$ cat src/rtl/rxd_pkg.sv
`timescale 1ns/1ps
package rxd_pkg;
  typedef enum logic [2:0] {
    S_IDLE, S_FETCH, S_RECV, S_WDATA, S_WSTAT, S_WDESC, S_DROP
  } rxd_state_e;

  localparam int OWN_BIT  = 0;
  localparam int WRAP_BIT = 1;
endpackage

$ cat src/rtl/rxd_byte_pack.sv
`timescale 1ns/1ps
module rxd_byte_pack #(
  parameter int LW = 16
) (
  input  logic          clk,
  input  logic          rst_n,
  input  logic          clr,
  input  logic          take,
  input  logic [7:0]    byte_in,
  input  logic          strip,
  input  logic          drain,
  output logic [31:0]   word_o,
  output logic          full_o,
  output logic          any_o,
  output logic [LW-1:0] len_o
);
  localparam int HOLD = 4;

  logic [7:0]    hold [HOLD];
  logic [2:0]    hcnt;
  logic [2:0]    bcnt;
  logic [31:0]   wbuf;
  logic [LW-1:0] tot;
  logic          emit;
  logic [7:0]    ebyte;

  always_comb begin
    emit  = take && (!strip || hcnt == 3'(HOLD));
    ebyte = strip ? hold[0] : byte_in;
  end

  always_ff @(posedge clk or negedge rst_n) begin
    if (!rst_n) begin
      hcnt <= '0;
      bcnt <= '0;
      wbuf <= '0;
      tot  <= '0;
      for (int i = 0; i < HOLD; i++) hold[i] <= '0;
    end else if (clr) begin
      hcnt <= '0;
      bcnt <= '0;
      wbuf <= '0;
      tot  <= '0;
    end else begin
      if (take) tot <= tot + LW'(1);
      if (take && strip) begin
        if (hcnt == 3'(HOLD)) begin
          for (int i = 0; i < HOLD-1; i++) hold[i] <= hold[i+1];
          hold[HOLD-1] <= byte_in;
        end else begin
          hold[hcnt[1:0]] <= byte_in;
          hcnt <= hcnt + 3'd1;
        end
      end
      if (drain) begin
        bcnt <= '0;
        wbuf <= '0;
      end else if (emit) begin
        wbuf[bcnt[1:0]*8 +: 8] <= ebyte;
        bcnt <= bcnt + 3'd1;
      end
    end
  end

  assign word_o = wbuf;
  assign full_o = (bcnt == 3'd4);
  assign any_o  = (bcnt != 3'd0);
  assign len_o  = !strip ? tot : ((tot >= LW'(4)) ? tot - LW'(4) : '0);
endmodule

$ cat src/rtl/rxd_mem_port.sv
`timescale 1ns/1ps
module rxd_mem_port #(
  parameter int MAX_WAIT = 8
) (
  input  logic clk,
  input  logic rst_n,
  input  logic req,
  input  logic gnt,
  input  logic err,
  output logic ok,
  output logic ovr
);
  localparam int WW = $clog2(MAX_WAIT + 1) + 1;

  logic [WW-1:0] wcnt;

  always_ff @(posedge clk or negedge rst_n) begin
    if (!rst_n)            wcnt <= '0;
    else if (req && !gnt)  wcnt <= wcnt + WW'(1);
    else                   wcnt <= '0;
  end

  assign ok  = req && gnt && !err;
  assign ovr = req && ((gnt && err) || (!gnt && wcnt == WW'(MAX_WAIT)));
endmodule

$ cat src/rtl/rxd_ring_ptr.sv
`timescale 1ns/1ps
module rxd_ring_ptr #(
  parameter int AW = 16
) (
  input  logic          clk,
  input  logic          rst_n,
  input  logic          en,
  input  logic [AW-1:0] base,
  input  logic          adv,
  input  logic          wrap,
  output logic [AW-1:0] ptr_o
);
  always_ff @(posedge clk or negedge rst_n) begin
    if (!rst_n)    ptr_o <= '0;
    else if (!en)  ptr_o <= base;
    else if (adv)  ptr_o <= wrap ? base : ptr_o + AW'(2);
  end
endmodule

$ cat src/rtl/rxd_buf_mgr.sv
`timescale 1ns/1ps
module rxd_buf_mgr
  import rxd_pkg::*;
#(
  parameter int AW       = 16,
  parameter int LW       = 16,
  parameter int CW       = 16,
  parameter int MAX_WAIT = 8
) (
  input  logic          clk,
  input  logic          rst_n,
  input  logic          cfg_rx_en,
  input  logic          cfg_strip_fcs,
  input  logic [AW-1:0] cfg_ring_base,
  input  logic          rx_valid,
  output logic          rx_ready,
  input  logic [7:0]    rx_data,
  input  logic          rx_sof,
  input  logic          rx_eof,
  input  logic          rx_err,
  output logic          mem_req,
  output logic          mem_we,
  output logic [AW-1:0] mem_addr,
  output logic [31:0]   mem_wdata,
  input  logic [31:0]   mem_rdata,
  input  logic          mem_gnt,
  input  logic          mem_err,
  output logic          irq_frame_done,
  output logic          irq_no_buf,
  output logic          irq_overrun,
  output logic [CW-1:0] rsrc_err_cnt
);
  rxd_state_e    state;
  logic [31:0]   desc0;
  logic [AW-1:0] bufw;
  logic [AW-1:0] widx;
  logic          last;
  logic [AW-1:0] ptr;
  logic          acc, ok, ovr;
  logic          pk_full, pk_any;
  logic [31:0]   pk_word;
  logic [LW-1:0] pk_len;

  always_comb begin
    case (state)
      S_IDLE:  rx_ready = cfg_rx_en && rx_valid && !rx_sof;
      S_RECV:  rx_ready = !pk_full && !last;
      S_DROP:  rx_ready = 1'b1;
      default: rx_ready = 1'b0;
    endcase
    acc = rx_valid && rx_ready;
  end

  always_comb begin
    mem_req   = (state == S_FETCH) || (state == S_WDATA) ||
                (state == S_WSTAT) || (state == S_WDESC);
    mem_we    = (state != S_FETCH);
    mem_addr  = ptr;
    mem_wdata = '0;
    case (state)
      S_WDATA: begin mem_addr = bufw + widx;    mem_wdata = pk_word; end
      S_WSTAT: begin mem_addr = ptr + AW'(1);   mem_wdata = 32'(pk_len); end
      S_WDESC: mem_wdata = desc0 | (32'd1 << OWN_BIT);
      default: ;
    endcase
  end

  rxd_mem_port #(.MAX_WAIT(MAX_WAIT)) u_port (
    .clk(clk), .rst_n(rst_n), .req(mem_req), .gnt(mem_gnt), .err(mem_err),
    .ok(ok), .ovr(ovr)
  );

  rxd_byte_pack #(.LW(LW)) u_pack (
    .clk(clk), .rst_n(rst_n),
    .clr(state == S_FETCH),
    .take((state == S_RECV) && acc),
    .byte_in(rx_data),
    .strip(cfg_strip_fcs),
    .drain((state == S_WDATA) && ok),
    .word_o(pk_word), .full_o(pk_full), .any_o(pk_any), .len_o(pk_len)
  );

  rxd_ring_ptr #(.AW(AW)) u_ptr (
    .clk(clk), .rst_n(rst_n), .en(cfg_rx_en), .base(cfg_ring_base),
    .adv((state == S_WDESC) && ok && cfg_rx_en),
    .wrap(desc0[WRAP_BIT]),
    .ptr_o(ptr)
  );

  always_ff @(posedge clk or negedge rst_n) begin
    if (!rst_n) begin
      state          <= S_IDLE;
      desc0          <= '0;
      bufw           <= '0;
      widx           <= '0;
      last           <= 1'b0;
      irq_frame_done <= 1'b0;
      irq_no_buf     <= 1'b0;
      irq_overrun    <= 1'b0;
      rsrc_err_cnt   <= '0;
    end else begin
      irq_frame_done <= 1'b0;
      irq_no_buf     <= 1'b0;
      irq_overrun    <= 1'b0;
      if (!cfg_rx_en) begin
        state <= S_IDLE;
      end else begin
        case (state)
          S_IDLE: if (rx_valid && rx_sof) state <= S_FETCH;
          S_FETCH: begin
            if (ovr) begin
              irq_overrun <= 1'b1;
              state       <= S_DROP;
            end else if (ok) begin
              desc0 <= mem_rdata;
              if (mem_rdata[OWN_BIT]) begin
                irq_no_buf   <= 1'b1;
                rsrc_err_cnt <= rsrc_err_cnt + CW'(1);
                state        <= S_DROP;
              end else begin
                bufw  <= mem_rdata[AW+1:2];
                widx  <= '0;
                last  <= 1'b0;
                state <= S_RECV;
              end
            end
          end
          S_RECV: begin
            if (last)                  state <= (pk_full || pk_any) ? S_WDATA : S_WSTAT;
            else if (pk_full)          state <= S_WDATA;
            else if (acc && rx_eof) begin
              if (rx_err) state <= S_IDLE;
              else        last  <= 1'b1;
            end
          end
          S_WDATA: begin
            if (ovr) begin
              irq_overrun <= 1'b1;
              state       <= last ? S_IDLE : S_DROP;
            end else if (ok) begin
              widx  <= widx + AW'(1);
              state <= last ? S_WSTAT : S_RECV;
            end
          end
          S_WSTAT: begin
            if (ovr) begin
              irq_overrun <= 1'b1;
              state       <= S_IDLE;
            end else if (ok) state <= S_WDESC;
          end
          S_WDESC: begin
            if (ovr) begin
              irq_overrun <= 1'b1;
              state       <= S_IDLE;
            end else if (ok) begin
              irq_frame_done <= 1'b1;
              state          <= S_IDLE;
            end
          end
          S_DROP: if (acc && rx_eof) state <= S_IDLE;
          default: state <= S_IDLE;
        endcase
      end
    end
  end
endmodule

$ cat config.mk
export PLATFORM = sky130hd
export DESIGN_NAME = rxd_buf_mgr
export DESIGN_NICKNAME = d
export VERILOG_FILES = /design/src/rtl/rxd_pkg.sv /design/src/rtl/rxd_byte_pack.sv /design/src/rtl/rxd_mem_port.sv /design/src/rtl/rxd_ring_ptr.sv /design/src/rtl/rxd_buf_mgr.sv
export SDC_FILE = /design/constraint.sdc
export NUM_CORES = 1
export LEC_CHECK = 0
export BUFFER_PORTS_ARGS = -buffer_cell sky130_fd_sc_hd__buf_2
export CAP_MARGIN = 5
export CORE_MARGIN = 2
export CORE_UTILIZATION = 35
export CTS_BUF_LIST = sky130_fd_sc_hd__clkbuf_4 sky130_fd_sc_hd__clkbuf_8
export DETAILED_ROUTE_END_ITERATION = 8
export PLACE_DENSITY = 0.58
export SLEW_MARGIN = 10
export SYNTH_ARGS = -nofsm -noshare
export SYNTH_HDL_FRONTEND = slang
export SYNTH_SLANG_ARGS = --single-unit
$ cat constraint.sdc
create_clock -name clk -period 3.5 [get_ports clk]
set_input_delay 0.175 -clock clk [delete_from_list [all_inputs] [get_ports clk]]
set_output_delay 0.175 -clock clk [all_outputs]
set_load 0.02 [all_outputs]
# --- After elaboration in Yosys (flattened, before gate mapping) ---
# Index checks and enable logic that the tools add are counted.
word_totals:
  register_bits: 194
  input_bits: 66
  output_inout_bits: 70
  word_cells: 183
classes:
  addsub: 11
  order_cmp: 3
  n_eq_ne: 25
  n_shift: 2
  muxes: 72
  bitwise_logic: 4
  n_reduce_logical: 47
ops:
  columns: ["op", "n"]
  rows:
  - ["16-bit two-way mux", 12]
  - ["32-bit two-way mux", 4]
  - ["32-bit one-hot mux with 3 select lines", 1]
  - ["3-bit two-way mux", 25]
  - ["16-bit by 1-bit adder with 16-bit output, second input constant", 4]
  - ["32-bit bitwise mux", 2]
  - ["16-bit one-hot mux with 2 select lines", 2]
  - ["5-bit negation with 34-bit output", 1]
  - ["8-bit by 34-bit variable shift with 32-bit output, first input constant", 1]
  - ["8-bit by 34-bit variable part select with 32-bit output", 1]
  - ["3-bit one-hot mux with 7 select lines", 1]
  - ["1-bit logical AND", 19]
  - ["1-bit two-way mux", 19]
  - ["16-bit adder", 1]
  - ["16-bit by 2-bit adder with 16-bit output, second input constant", 1]
  - ["8-bit demux with 2-bit select", 1]
  - ["16-bit by 3-bit greater-or-equal comparator with 1-bit output, second input constant", 1]
  - ["8-bit two-way mux", 2]
  - ["4-bit inequality test, second input constant", 4]
  - ["16-bit by 3-bit subtractor with 16-bit output, second input constant", 1]
  - ["3-bit equality test, second input constant", 5]
  - ["5-bit AND reduction", 3]
  - ["2-bit inequality test, second input constant", 5]
  - ["8-bit AND reduction", 1]
  - ["other kinds (26)", 47]

# --- Longest topological paths before layout ---
logic_depth:
  depth_word: 11
  ltp_mapped: 10
  depth_no_buf: 8

# --- Modules after synthesis ---
# Synthesis repeated with hierarchy kept, for this count alone.
unflattened:
  hier_cells: 1142
  area_unflattened_um2: 11205.7
modules_own_cells:
  columns: ["mod", "n_inst", "cells_per_inst", "area_each_um2", "seq_area_each_um2"]
  rows:
  - ["rxd_buf_mgr", 1, 549, 5376.4, 2152.1]
  - ["rxd_byte_pack", 1, 442, 4460.5, 2152.1]
  - ["rxd_ring_ptr", 1, 123, 1089.8, 400.4]
  - ["rxd_mem_port", 1, 28, 279.0, 125.1]

# --- Worst setup path after synthesis ---
# OpenSTA, ideal clock, no wires.
synth_path:
  path_type: "reg2out"
  from: "register widx[0]"
  to: "output mem_addr[10]"
  arrival_ns: 2.324
  slack_ns: 1.001
  path_stages_with_launch: 9
  path_cell_list: "dfrtp_1 ha_1 fa_1 a211oi_1 nor2_1 o21ai_0 o21ai_0 xnor2_1 o211ai_1"
synth_between:
  elab_chain_cells: 2
synth_lines:
  columns: ["item", "line", "rtl"]
  rows:
  - ["start, declared", "rxd_buf_mgr.sv:36", "logic [AW-1:0] widx;"]
  - ["start signal, assigned", "rxd_buf_mgr.sv:141", "widx <= widx + AW'(1);"]
  - ["16-bit adder", "rxd_buf_mgr.sv:61", "S_WDATA: begin mem_addr = bufw + widx; mem_wdata = pk_word; end"]
  - ["16-bit one-hot mux with 2 select lines", "rxd_buf_mgr.sv:60", "case (state)"]
  - ["end, declared", "rxd_buf_mgr.sv:23", "output logic [AW-1:0] mem_addr,"]
# No other way between the ends.

# --- Worst setup path in the final report ---
# Same ends and word-level chain as after synthesis.

==> metrics.md <==
| Metric | Value |
|---|---|
| Largest stage delay on the critical path | 450 ps |
| CTS Buffer Depth | 2 |
| Max-slew violations | 0 |
| Delay-heaviest family, CP | compound AO/OA/AOI/OAI gates |
| Min cycle time layout | 3229 ps |
| H-tree Lvls | 4 |
| Final worst slack | 271.4 ps |
| Largest net degree at the start of global routing | 94 |
| Max Clk Rate | 309.7 MHz |
| Async SR Flop Fraction | 1.000 |
| Largest family of logic cells by synthesized area | compound AO/OA/AOI/OAI gates |
| Syn nets | ~1200 |
| Fin. Hold Viols | 0 |
| Core area | 29800 sq um |
| DP Wirelength | 20480 microns |
| Synth cell types | 70 |
| Area Overhead vs Synth | 19.21% |
| Sequential share of the synthesized area | 0.4541 |
| Class of the worst hold path | in -> reg |
| CTS Sinks | 193 |
| Status | finished, final reports clean |
| Die Y | approximately 180 microns |
| CP max stage cell | dfrtp_1 |
| GPL Wtd Cong | around 0.85 |
| Routed WL | around 28000 microns |
| Initial antenna violation count | 1 |
| Via density | 5.196 |
| Drt wl/cell | 16.84 microns |
| Cell Rows | between 60 and 70 |
| Dominant cell type by area after synthesis | dfrtp_1 |
| Most used cell, CP | o21ai_0 |
| Detail Route Antenna Nets | 0 |
| Cell area power density | 471.8 nW/um^2 |
| Worst Tran Pin Value | about 1100 ps |
| Initial Util | 0.3570 |
| Number of synthesized flops with an enable pin | 0 |
| Top-count cell post-synth | dfrtp_1 |
| RSZ-0062 raised after global routing | false |
| CP max FO | 6 |
| Post-Synth Simple-Gate Area | 0.1683 |
| First-pass GRT wire length | 44990 microns |
| Synth area leaders | dfrtp_1 (45%), mux2_2 (6.1%), ha_1 (4.1%) |
| Postcts setup bufs | 0 |
| Yosys top cell area share | 0.4541 |
| Initial drt markers | 565 |
| Area of the die | 31800 sq um |
| Final setup vio count | 0 |
| Vias in the first global route | 8372 |
| Clk_skew | around 19 ps |
| Nets@finish | 1369 |
| Post-synth top flop | dfrtp_1 |
| R2r startpoint | u_pack.bcnt[0] |
| Req. time, crit path | 3320 ps |
| Seq cells post-synth | slightly below 200 |
| Leakage power | ~5.9 nW |
| Clock Latency Late Sink | 480 ps |
| # diodes | 0 |
| DR vias | 8677 |
| I/O pins | 136 |
| Worst path bufs/invs | 1 |
| Compound-Gate Fraction of Synth Area | 0.1690 |
| Avg Cell Area, Syn | 9.634 sq um |
| GRT overflow | 0 |
| Clk root buf | clkbuf_8 |
| Post-Synthesis Cells | 1104 |
| Max-cap viol count | 0 |
| Post-Route Setup TNS | 0 ps |
| Mux contribution to synthesized area | 0.08211 |
| DR pass1 iterations | 5 |
| Residual DRC | 0 |
| Port Buf Inserts | between 100 and 150 |
| All-Layer GR Usage | 0.1794 |
| Post-Place Setup Slack | approximately 620 ps |
| CTS buffer count | 17 |
| CP Launch Type | register |
| # fillers | 2962 |
| Final period utilization | 0.9225 |
| Clk slew on worst S/H paths | 110 ps |
| Yosys warns | 0 |
| CP arrival | 3050 ps |
| Post-Synth XOR/XNOR Area | 0.05270 |
| Top cells by count, synth | dfrtp_1 (193), nand2_1 (113), nor2_1 (95) |
| Worst Setup End Kind | output port |
| Hold wc startpoint | rx_data[0] |
| Slew HR | 0.2478 |
| CP Class | reg -> out |
| Layout cells sized above 1 | 0.2023 |
| CP Launch Point | widx[0] |
| Post-Synth Adder-Cell Area | 0.04305 |
| Max rail drop VDD | about 0.25 mV |
| TritonCTS clock tree | done |
| Cell Area, Synth | 10640 sq um |
| Chip Width | between 150 and 200 microns |
| Crit path cell chain | ha_1 > fa_1 > a211oi_1 > nor2_1 > o21ai_0 > o21ai_0 > xnor2_1 > o211ai_1 > buf_2 |
[area by class of cell]
class,count,area (sq um),share of cell area
repair buffers,203,1338,0.1055
inverters,24,90.09,0.007105
flip-flops and latches,193,4830,0.3809
clock buffers,17,234.0,0.01845
multi-input cells,828,5497,0.4335
well taps,390,488.0,0.03848
clock inverters,15,203.9,0.01608
[worst reg2reg max path, stage by stage (launching register included)]
cell	delay, ps
dfrtp_1	450
inv_1	150
ha_1	320
a21oi_1	150
o2111a_1	270
buf_4	180
a21boi_4	180
a21oi_1	920
nand2_1	130
o31ai_1	110
[what timing repair did]
item | CTS | global route
resized for setup | 0 | 2
endpoints found under the setup margin | 0 | 13
hold buffers | 52 | 0
hold endpoints to repair | 157 | 0
[where the power goes]
group	internal, W	switching [W]	total, W
sequential	0.00253	0.000326	0.00286
clock	0.000624	0.000945	0.00157
combinational	0.000656	0.000898	0.00155
total	0.00381	0.00217	0.00598
[worst paths after layout]
kind,endpoint,slack (ps),depth (start not counted)
setup reg to reg,u_pack.word_o[9],550,9
max in group asynchronous,rsrc_err_cnt[15],2330,3
hold / removal,u_pack.hold[0],40,2
hold reg to reg,rsrc_err_cnt[15],480,1
min in group asynchronous,rsrc_err_cnt[6],300,2
setup / recovery,mem_addr[10],270,9
[sequential cells by signal, summed over array words and instances, names as in the netlist]
register / flops
u_pack.hold: 32
u_pack.word_o: 32
desc0: 31
bufw: 16
rsrc_err_cnt: 16
u_pack.tot: 16
u_ptr.ptr_o: 16
widx: 16
u_port.wcnt: 5
state: 3
u_pack.bcnt: 3
u_pack.hcnt: 3
irq_frame_done: 1
irq_no_buf: 1
irq_overrun: 1
last: 1
[per-layer routing]
metal | routed length, microns | part of all wire | up-vias | global-route usage
met1 | 13260 | 0.47 | 4156 | 0.2462
li1 | - | - | 4299 | -
met5 | 7 | 0.00025 | - | 0
met4 | 478 | 0.017 | 2 | 0.04743
met3 | 1207 | 0.043 | 25 | 0.02899
met2 | 13170 | 0.47 | 195 | 0.2941
[metrics by stage]
stage / power [W] / cells / hold slack [ps] / area [sq um] / util
final: 0.005983 / 1670 / 39.65 / 12680 / 0.4255
after global routing: 0.006362 / 1670 / 9.745 / 12680 / 0.4255
after CTS: 0.006042 / 1670 / 1.950 / 12670 / 0.4252
after floorplan: 0.003865 / 1104 / -120.6 / 10640 / -
after global placement: 0.004381 / 1586 / 285.6 / 11710 / 0.3930
after detailed placement: 0.004404 / 1586 / 290.2 / 11710 / 0.3930
[kinds of logic (layout without fill, tap and decap cells)]
| logic type | Yosys count | count (layout) |
|---|---|---|
| adder cells (fa/ha/maj) | 36 | 36 |
| AND/OR/NAND/NOR | 367 | 367 |
| multiplexers | 80 | 80 |
| buffers and inverters | 83 | 259 |
| flip-flops | 193 | 193 |
| XOR/XNOR | 64 | 64 |
| AO/OA/AOI/OAI | 281 | 281 |
[cells in the final DEF (no fill, tap or decap), types with 35 or more instances in the layout]
| cell type | instances |
|---|---|
| nor2_1 | 95 |
| mux2_2 | 58 |
| xnor2_1 | 39 |
| ha_1 | 35 |
| buf_2 | 134 |
| a21oi_1 | 69 |
| dfrtp_1 | 193 |
| o21ai_0 | 64 |
| dlygate4sd3_1 | 52 |
| nand2_1 | 113 |
Note: power is estimated with default switching activity, not from simulation.
